--- src/rtl/ctxsw_pkg.sv ---
package ctxsw_pkg;

    typedef enum logic [1:0] {
        CTX_RUN   = 2'd0,
        CTX_READY = 2'd1,
        CTX_STALL = 2'd2,
        CTX_SWAP  = 2'd3
    } ctx_state_t;

    typedef enum logic [1:0] {
        PH_RUN    = 2'd0,
        PH_SWITCH = 2'd1,
        PH_IDLE   = 2'd2
    } phase_t;

    // Command that takes the running context out of the running state
    typedef struct packed {
        logic       valid;
        ctx_state_t dest;
    } leave_cmd_t;

    function automatic int ring_step(input int base, input int k, input int n);
        return (base + k) % n;
    endfunction

endpackage

--- src/rtl/ctx_state_table.sv ---
module ctx_state_table
    import ctxsw_pkg::*;
#(
    parameter int NUM_CTX = 4,
    parameter int IRQ_CTX = 3,
    parameter int IDX_W   = 2
) (
    input  logic               clk,
    input  logic               rst,
    input  logic [NUM_CTX-1:0] wake,
    input  logic               irq_req,
    input  leave_cmd_t         leave,
    input  logic [IDX_W-1:0]   cur_ctx,
    input  logic               enter_valid,
    input  logic [IDX_W-1:0]   enter_ctx,
    output logic [NUM_CTX-1:0] ready_vec
);

    for (genvar g = 0; g < NUM_CTX; g++) begin : g_ctx
        localparam bit IS_IRQ = (g == IRQ_CTX);
        ctx_state_t st;

        always_ff @(posedge clk) begin
            if (rst) begin
                st <= (g == 0) ? CTX_RUN : CTX_SWAP;
            end else if (enter_valid && enter_ctx == IDX_W'(g)) begin
                st <= CTX_RUN;
            end else if (leave.valid && cur_ctx == IDX_W'(g)) begin
                st <= leave.dest;
            end else if (st == CTX_STALL && wake[g]) begin
                st <= CTX_READY;
            end else if (st == CTX_SWAP && !IS_IRQ && wake[g]) begin
                st <= CTX_READY;
            end else if (st == CTX_SWAP && IS_IRQ && irq_req) begin
                st <= CTX_READY;
            end
        end

        assign ready_vec[g] = (st == CTX_READY);
    end

endmodule

--- src/rtl/ctx_picker.sv ---
module ctx_picker
    import ctxsw_pkg::*;
#(
    parameter int NUM_CTX = 4,
    parameter int IRQ_CTX = 3,
    parameter int IDX_W   = 2
) (
    input  logic [NUM_CTX-1:0] ready_vec,
    input  logic [IDX_W-1:0]   cur_ctx,
    output logic               found,
    output logic [IDX_W-1:0]   pick
);

    always_comb begin
        found = 1'b0;
        pick  = '0;
        if (ready_vec[IRQ_CTX]) begin
            found = 1'b1;
            pick  = IDX_W'(IRQ_CTX);
        end else begin
            for (int k = 1; k <= NUM_CTX; k++) begin
                automatic int idx = ring_step(int'(cur_ctx), k, NUM_CTX);
                if (!found && idx != IRQ_CTX && ready_vec[idx]) begin
                    found = 1'b1;
                    pick  = IDX_W'(idx);
                end
            end
        end
    end

endmodule

--- src/rtl/ctx_switch_seq.sv ---
module ctx_switch_seq
    import ctxsw_pkg::*;
#(
    parameter int NUM_CTX       = 4,
    parameter int IRQ_CTX       = 3,
    parameter int IDX_W         = 2,
    parameter int PID_W         = 8,
    parameter int SWITCH_CYCLES = 4
) (
    input  logic             clk,
    input  logic             rst,
    input  logic             miss,
    input  logic             preempt,
    input  logic             irq_ready,
    input  logic             found,
    input  logic [IDX_W-1:0] pick,
    output logic [IDX_W-1:0] active,
    output logic [PID_W-1:0] pid,
    output logic             stall,
    output logic             all_blocked,
    output leave_cmd_t       leave,
    output logic             enter_valid,
    output logic [IDX_W-1:0] enter_ctx
);

    localparam int CNT_W = (SWITCH_CYCLES > 1) ? $clog2(SWITCH_CYCLES) : 1;
    localparam logic [CNT_W-1:0] LAST = CNT_W'(SWITCH_CYCLES - 1);
    localparam logic [IDX_W-1:0] IRQ_IDX = IDX_W'(IRQ_CTX);

    phase_t           phase;
    logic [CNT_W-1:0] cnt;
    logic [IDX_W-1:0] target;
    logic             start_sw;
    logic             go_idle;

    always_comb begin
        leave    = '{valid: 1'b0, dest: CTX_READY};
        start_sw = 1'b0;
        go_idle  = 1'b0;
        unique case (phase)
            PH_RUN: begin
                if (miss) begin
                    leave = '{valid: 1'b1, dest: CTX_STALL};
                    start_sw = found;
                    go_idle  = !found;
                end else if (preempt && active == IRQ_IDX) begin
                    leave = '{valid: 1'b1, dest: CTX_SWAP};
                    start_sw = found;
                    go_idle  = !found;
                end else if (preempt && found) begin
                    leave = '{valid: 1'b1, dest: CTX_READY};
                    start_sw = 1'b1;
                end else if (irq_ready && active != IRQ_IDX) begin
                    leave = '{valid: 1'b1, dest: CTX_READY};
                    start_sw = 1'b1;
                end
            end
            PH_IDLE:   start_sw = found;
            PH_SWITCH: ;
            default:   ;
        endcase
    end

    assign enter_valid = (phase == PH_SWITCH) && (cnt == '0);
    assign enter_ctx   = target;

    always_ff @(posedge clk) begin
        if (rst) begin
            phase  <= PH_RUN;
            cnt    <= '0;
            target <= '0;
            active <= '0;
            pid    <= '0;
        end else if (start_sw) begin
            phase  <= PH_SWITCH;
            cnt    <= LAST;
            target <= pick;
        end else if (go_idle) begin
            phase <= PH_IDLE;
        end else if (enter_valid) begin
            phase  <= PH_RUN;
            active <= target;
            pid    <= PID_W'(target);
        end else if (phase == PH_SWITCH) begin
            cnt <= cnt - 1'b1;
        end
    end

    assign stall       = (phase != PH_RUN);
    assign all_blocked = (phase == PH_IDLE);

endmodule

--- src/rtl/ctx_switch_ctrl.sv ---
module ctx_switch_ctrl
    import ctxsw_pkg::*;
#(
    parameter int NUM_CTX       = 4,
    parameter int IRQ_CTX       = NUM_CTX - 1,
    parameter int PID_W         = 8,
    parameter int SWITCH_CYCLES = 4,
    localparam int IDX_W        = (NUM_CTX > 1) ? $clog2(NUM_CTX) : 1
) (
    input  logic               clk,
    input  logic               rst,
    input  logic               miss_evt_i,
    input  logic               preempt_i,
    input  logic               irq_req_i,
    input  logic [NUM_CTX-1:0] ctx_wake_i,
    output logic [IDX_W-1:0]   active_ctx_o,
    output logic [PID_W-1:0]   pid_o,
    output logic               stall_o,
    output logic               all_blocked_o
);

    logic [NUM_CTX-1:0] ready_vec;
    logic               found;
    logic [IDX_W-1:0]   pick;
    leave_cmd_t         leave;
    logic               enter_valid;
    logic [IDX_W-1:0]   enter_ctx;

    ctx_state_table #(
        .NUM_CTX(NUM_CTX), .IRQ_CTX(IRQ_CTX), .IDX_W(IDX_W)
    ) u_table (
        .clk(clk), .rst(rst), .wake(ctx_wake_i), .irq_req(irq_req_i),
        .leave(leave), .cur_ctx(active_ctx_o),
        .enter_valid(enter_valid), .enter_ctx(enter_ctx),
        .ready_vec(ready_vec)
    );

    ctx_picker #(
        .NUM_CTX(NUM_CTX), .IRQ_CTX(IRQ_CTX), .IDX_W(IDX_W)
    ) u_picker (
        .ready_vec(ready_vec), .cur_ctx(active_ctx_o),
        .found(found), .pick(pick)
    );

    ctx_switch_seq #(
        .NUM_CTX(NUM_CTX), .IRQ_CTX(IRQ_CTX), .IDX_W(IDX_W),
        .PID_W(PID_W), .SWITCH_CYCLES(SWITCH_CYCLES)
    ) u_seq (
        .clk(clk), .rst(rst), .miss(miss_evt_i), .preempt(preempt_i),
        .irq_ready(ready_vec[IRQ_CTX]), .found(found), .pick(pick),
        .active(active_ctx_o), .pid(pid_o), .stall(stall_o),
        .all_blocked(all_blocked_o), .leave(leave),
        .enter_valid(enter_valid), .enter_ctx(enter_ctx)
    );

endmodule

--- config.mk ---
export PLATFORM = sky130hd
export DESIGN_NAME = ctx_switch_ctrl
export DESIGN_NICKNAME = d
export VERILOG_FILES = /design/src/rtl/ctxsw_pkg.sv /design/src/rtl/ctx_state_table.sv /design/src/rtl/ctx_picker.sv /design/src/rtl/ctx_switch_seq.sv /design/src/rtl/ctx_switch_ctrl.sv
export SDC_FILE = /design/constraint.sdc
export NUM_CORES = 1
export LEC_CHECK = 0
export ABC_AREA = 1
export BUFFER_PORTS_ARGS = -buffer_cell sky130_fd_sc_hd__buf_2
export CORE_ASPECT_RATIO = 1.2
export CORE_MARGIN = 3
export CORE_UTILIZATION = 25
export DETAILED_ROUTE_END_ITERATION = 10
export GPL_TIMING_DRIVEN = 0
export PLACE_DENSITY_LB_ADDON = 0.12
export RECOVER_POWER = 25
export SYNTH_ARGS = -nofsm -noshare
export SYNTH_HDL_FRONTEND = slang
export SYNTH_SLANG_ARGS = --single-unit
--- constraint.sdc ---
create_clock -name clk -period 5.8 [get_ports clk]
set_input_delay 1.16 -clock clk [delete_from_list [all_inputs] [get_ports clk]]
set_output_delay 1.16 -clock clk [all_outputs]
set_load 0.05 [all_outputs]
==> metrics.cfg, run 1 <==
[setup_path]
crit_arrival_ns=1.26
end_kind=output port
r2r_start=u_seq.active[1]
crit_start=u_seq.phase[1]
start_kind=flop
crit_type=flop to output port
cp.required_ns=4.64
crit_fanout=4

[route]
drc=0
ant_nets=0
drt_pass1_iterations=4
viasPerCell=4.444
vias=1142
wirelength_um=2834
post_drt_wl_per_cell_um=11.03
initialDrtViolationCount=18

[sta]
skew_ns=0.0007626
fmax_ghz=0.4128
finalHoldViolations=0
period_share_pct=41.76
setup_violations=0
maxSlewHeadroom_pct=60.20
worst_pin_slew_ns=0.5995
rsz0062_at_grt=no
finalSetupTns_ns=0
post-route-min-period_ns=2.422
final_max_slew_viol_count=0

[floorplan]
die_w_um=70.26
core_um2=4696
fp.dieH_um=83.11
dieArea_um2=5839
start_util_pct=26.38
rows=27
io_pins=21

[power_and_ir_drop]
ir_drop_mv=0.1538
total_power_w=0.0007949
p_leak_nw=0.7106
p_per_area_nw_per_um2=556.8

[job]
cap_violations=0

[cells_and_area]
drive_gt1_share_pct=21.61
area_delta_synth_final_pct=15.25
layout.nets=217
final_core_util_pct=30.40
diodes=0

[clocking]
clkTransAtPathRegs_ns=0.06
htreeDepth=1
cts_repair_resize_count=0
postCtsHoldBufs=0
postCtsSetupBuffers=0
clockRootBuffer=clkbuf_8
cts.sinks=16
cts_tree=done
numCtsBuffers=3
clock_latency_ns=0.25
cts_buffer_depth=2

[logic_synthesis]
synthDistinctLibCells=30
netlist_area_um2=1239
avgSynthCellArea_um2=6.998
synthCells=177
ys_seq_elements=16
synth-seq-area-share_pct=25.86
ys_warn_count=0

[place]
dp_hpwl_um=2310
gp_routability_congestion=0.7521
io_buffers=14

[global_routing]
grt_pass1_wl_um=4836
grt.total_usage_pct=10.08
antenna_found_initial=0
grt_max_degree=11
grt_pass1_vias=1105
gr-total-overflow=0

[min_path]
min_from=u_table.g_ctx[3].st[1]
hold_path_class=flop to flop

[run_status]
status=complete, no violations

synthesized netlist by cell type, drive strengths merged:
cell type	instances	area share, %
a211oi	2	1.2
a21oi	12	6.1
buf	8	4.8
clkinv	1	0.30
conb	1	0.30
dfxtp	16	26
ha	7	7.1
inv	28	8.5
nand2	35	13
nand3	30	15
nand4	4	2.0
nor2	17	6.6
nor3	4	1.6
o211ai	2	2.3
o21a	2	1.2
o21ai	5	2.0
o21bai	1	0.61
o311ai	1	0.71
o31ai	1	0.61
cells in the final DEF, fill, tap and decap left out, types with 2 or more instances in the layout:
cell / synthesis / routed
nand4_1: 4 / 4
a21oi_1: 10 / 11
nand2_4: 2 / 2
nor2_1: 14 / 14
dfxtp_1: 16 / 16
o21a_1: 2 / 2
clkbuf_1: 0 / 2
ha_1: 7 / 7
a211oi_1: 2 / 2
o21ai_0: 4 / 4
inv_1: 27 / 27
nor2_4: 2 / 2
clkbuf_8: 0 / 3
nand3_1: 24 / 24
nand3_2: 5 / 5
nor3_1: 4 / 4
buf_4: 8 / 8
nand2_1: 27 / 27
conb_1: 1 / 6
nand2_2: 6 / 6
buf_2: 0 / 12
worst max-delay path: stages (launching register included):
cell,delay [ns]
dfxtp_1,0.36
inv_1,0.09
nor2_1,0.09
clkbuf_1,0.48
final cells by class:
| cell class | instances | area [um2] |
|---|---|---|
| multi-input combinational | 129 | 757.0 |
| sequential | 16 | 320.3 |
| fill | 519 | 3268 |
| timing repair buffer | 14 | 67.56 |
| buffer | 8 | 60.06 |
| tap | 58 | 72.57 |
| inverter | 29 | 108.9 |
| clock buffer | 3 | 41.29 |
where the power goes:
part	switching, W	leakage (nW)	internal (W)
Sequential	0.0000382	0.133	0.000149
Combinational	0.000349	0.556	0.000175
Clock	0.0000387	0.0216	0.0000461
path summary, 6_finish.rpt:
| kind | slack (ns) | cells past startpoint | endpoint |
|---|---|---|---|
| worst max-delay path | 3.38 | 3 | all_blocked_o |
| worst min register to register | 0.46 | 2 | u_table.g_ctx[3].st[1] |
| worst min-delay path | 0.46 | 2 | u_table.g_ctx[3].st[1] |
| worst max register to register | 3.54 | 12 | u_seq.enter_ctx[0] |
sequential cells by signal, summed over array words and instances (netlist names):
register          count
u_table.g_ctx.st      8
u_seq.active          2
u_seq.cnt             2
u_seq.enter_ctx       2
u_seq.phase           2
cell families (layout without fill, tap and decap cells):
kind of cell             count (synthesis)  after routing  synth area share [%]
AND/OR/NAND/NOR                         90             90                 38.38
other                                    1              6                0.3027
AO/OA/AOI/OAI                           26             26                 14.75
adder cells (fa/ha/maj)                  7              7                 7.070
flip-flops                              16             16                 25.86
buffers and inverters                   37             54                 13.64
layer usage:
metal / up-vias / GRT usage (%) / wire (um)
met5: - / 0 / 0
met4: 0 / 4.181 / 23
met3: 2 / 1.090 / 55
met2: 9 / 17.97 / 1437
met1: 521 / 12.01 / 1317
li1: 610 / - / -
through the flow:
stage,std cells,hold WS (ns),setup slack (ns),cell area (um2)
global placement,254,0.4489,3.483,1400
CTS,257,0.4626,3.413,1441
global route,257,0.5079,3.282,1428
floorplan,182,0.4335,3.440,1257
detailed placement,254,0.4463,3.518,1400
finish,257,0.4629,3.378,1428
No activity file was read; power rests on OpenSTA's default activity.
==> run 2: changes to the inputs <==
ABC_AREA = 0   (was 1)
clock period = 2 ns   (was 5.8 ns; I/O delays follow)
==> run 2 against run 1 <==
The run now ends with negative setup slack left. Cell area up 28%. Power up 120%. Hold slack worse by 0.0067 ns. Global-route usage up 4.4 points. Largest cell class unchanged. Largest power group unchanged. Highest routed layer unchanged.
==> metrics.cfg, run 2 <==
[logic_synthesis]
synth_edf_count=0
synth.most_common_cell=dfxtp_1
ys_seq_elements=16
ys_async_sr_fraction_pct=0
avgSynthCellArea_um2=8.133
synth-seq-area-share_pct=23.17
synthFlopType=dfxtp_1
synth_top_area_share_pct=23.17
synth_top_cells_by_count=16 x dfxtp_1, 13 x nor2_1, 12 x inv_1, 10 x a21oi_1, 9 x buf_4
ys_warn_count=0
netlist_area_um2=1383
synthCells=170
yosysTopAreaCell=dfxtp_1
netlist_top_cells_area=dfxtp_1 23%, ha_1 6.3%, buf_4 4.9%
synthDistinctLibCells=54

[clocking]
numCtsBuffers=3
cts_tree=done
cts.sinks=16
clkTransAtPathRegs_ns=0.07
htreeDepth=1
cts_buffer_depth=2
postCtsHoldBufs=0
clock_latency_ns=0.25
clockRootBuffer=clkbuf_8

[route]
viasPerCell=5.358
initialDrtViolationCount=58
ant_nets=0
vias=1436
drt_pass1_iterations=5
post_drt_wl_per_cell_um=15.94
wirelength_um=4271
drc=0

[min_path]
hold_path_class=input pin to flop
hold_depth=3

[job]
cap_violations=0

[run_status]
violations=negative setup slack
status=complete, but fails checks

[floorplan]
dieArea_um2=6462
start_util_pct=25.92
fp.dieH_um=87.47
rows=29
core_um2=5334
die_w_um=73.89
io_pins=21

[place]
dp_hpwl_um=3115
post-place-cells=250
io_buffers=13
placed_area_um2=1614
gp_routability_congestion=0.8468

[sta]
skew_ns=0.006451
period_share_pct=101.2
finalHoldViolations=0
hold_ws_ns=0.4562
fmax_ghz=0.4941
timing.final.ws_setup_ns=-0.02377
rsz0062_at_grt=yes
worst_pin_slew_ns=0.5397
finalSetupTns_ns=-0.1008
post-route-min-period_ns=2.024
setup_violations=6
final_max_slew_viol_count=0
maxSlewHeadroom_pct=64.02

[cells_and_area]
layout_commonest_cell=buf_4
largest_register_ffs=8
fin_area_um2=1828
area_delta_synth_final_pct=32.22
instances_no_fill=268
diodes=0
largest_register=u_table.g_ctx.st
drive_gt1_share_pct=34.95
layout.nets=223
final_cell_mix=24 x buf_4, 13 x buf_2, 13 x dfxtp_1

[power_and_ir_drop]
total_power_w=0.001714
p_per_area_nw_per_um2=937.5
ir_drop_mv=0.5666
p_leak_nw=0.7955

[setup_path]
start_kind=flop
end_kind=flop
crit_type=flop to flop
reg2reg_depth=5
cp.required_ns=2.16
crit_fanout=5
crit_arrival_ns=2.18

[global_routing]
grt.total_usage_pct=14.44
gr-total-overflow=0
grt_max_degree=11
grt_pass1_vias=1518
antenna_found_initial=0
grt_pass1_wl_um=7341

-- run 2: changes by cell type after synthesis, moves of 3 or more --
| cell | change |
|---|---|
| nand2_1 | -19 |
| nand3_1 | -17 |
| inv_1 | -15 |
| nand2_2 | -6 |
| nand2b_1 | +6 |
| a221oi_1 | +5 |
| clkbuf_1 | +5 |
| nand3_2 | -5 |
| nor2b_1 | +5 |
| mux2i_1 | +4 |
| mux4_2 | +3 |
| nand4_1 | -3 |
| o211ai_1 | +3 |
| o21ai_0 | +3 |
-- run 2: worst paths after layout --
kind / start / endpoint / slack [ns]
setup reg to reg: u_table.g_ctx[2].st[1] / u_seq.cnt[0] / -0.02
setup / recovery: u_table.g_ctx[2].st[1] / u_seq.cnt[0] / -0.02
hold / removal: rst / u_table.g_ctx[3].st[0] / 0.46
hold reg to reg: u_seq.enter_ctx[0] / u_seq.enter_ctx[0] / 0.50
-- run 2: power breakdown --
part,total (W),switching [W],internal [W]
Combinational,0.000983,0.000572,0.000411
Sequential,0.000482,0.0000918,0.000391
Clock,0.000248,0.000112,0.000136
Total,0.00171,0.000776,0.000938
-- run 2: area by class of cell --
class / instances / area, um2
flip-flops and latches: 16 / 329.1
repair buffers: 29 / 185.2
clock buffers: 3 / 41.29
multi-input cells: 131 / 1045
inverters: 13 / 58.81
plain buffers: 13 / 87.58
clock inverters: 1 / 3.754
fillers: 566 / 3506
well taps: 62 / 77.57
-- run 2: critical path, stage by stage (launching register included) --
cell	delay, ns
dfxtp_1	0.36
nand2b_1	0.22
mux4_2	0.55
o211ai_1	0.39
o21ai_4	0.14
a221oi_1	0.27
-- run 2: repair_timing --
item | in CTS | in global routing
setup buffers | 15 | 1
pin swaps | 10 | 3
endpoints found under the setup margin | 12 | 13
gates resized for setup | 11 | 6
endpoints found under the hold margin | 0 | 0
-- run 2: logic make-up after synthesis --
| group | after synthesis | share of synthesized area (%) |
|---|---|---|
| other | 1 | 0.2712 |
| and+or+nand+nor | 61 | 24.80 |
| muxes | 7 | 7.783 |
| adders and majority gates | 7 | 6.335 |
| DFF | 16 | 23.17 |
| AOI/OAI and AO/OA | 50 | 27.60 |
| buffers and inverters | 28 | 10.04 |
-- run 2: through the flow --
stage | worst slack, ns | util, %
4_1_cts | -0.01784 | 33.85
3_5_place_dp | -0.3375 | 30.26
2_1_floorplan | -0.1606 | -
3_3_place_gp | -0.3238 | 30.26
5_1_grt | -0.1053 | 34.27
6_report | -0.02377 | 34.27
-- run 2: layer usage --
| layer | vias up | part of all wire, % | track usage (%) |
|---|---|---|---|
| met5 | - | 0 | 0 |
| met4 | 0 | 2.4 | 3.624 |
| met3 | 10 | 3.4 | 3.118 |
| met2 | 33 | 53 | 26.21 |
| met1 | 698 | 42 | 16.85 |
| li1 | 695 | - | - |
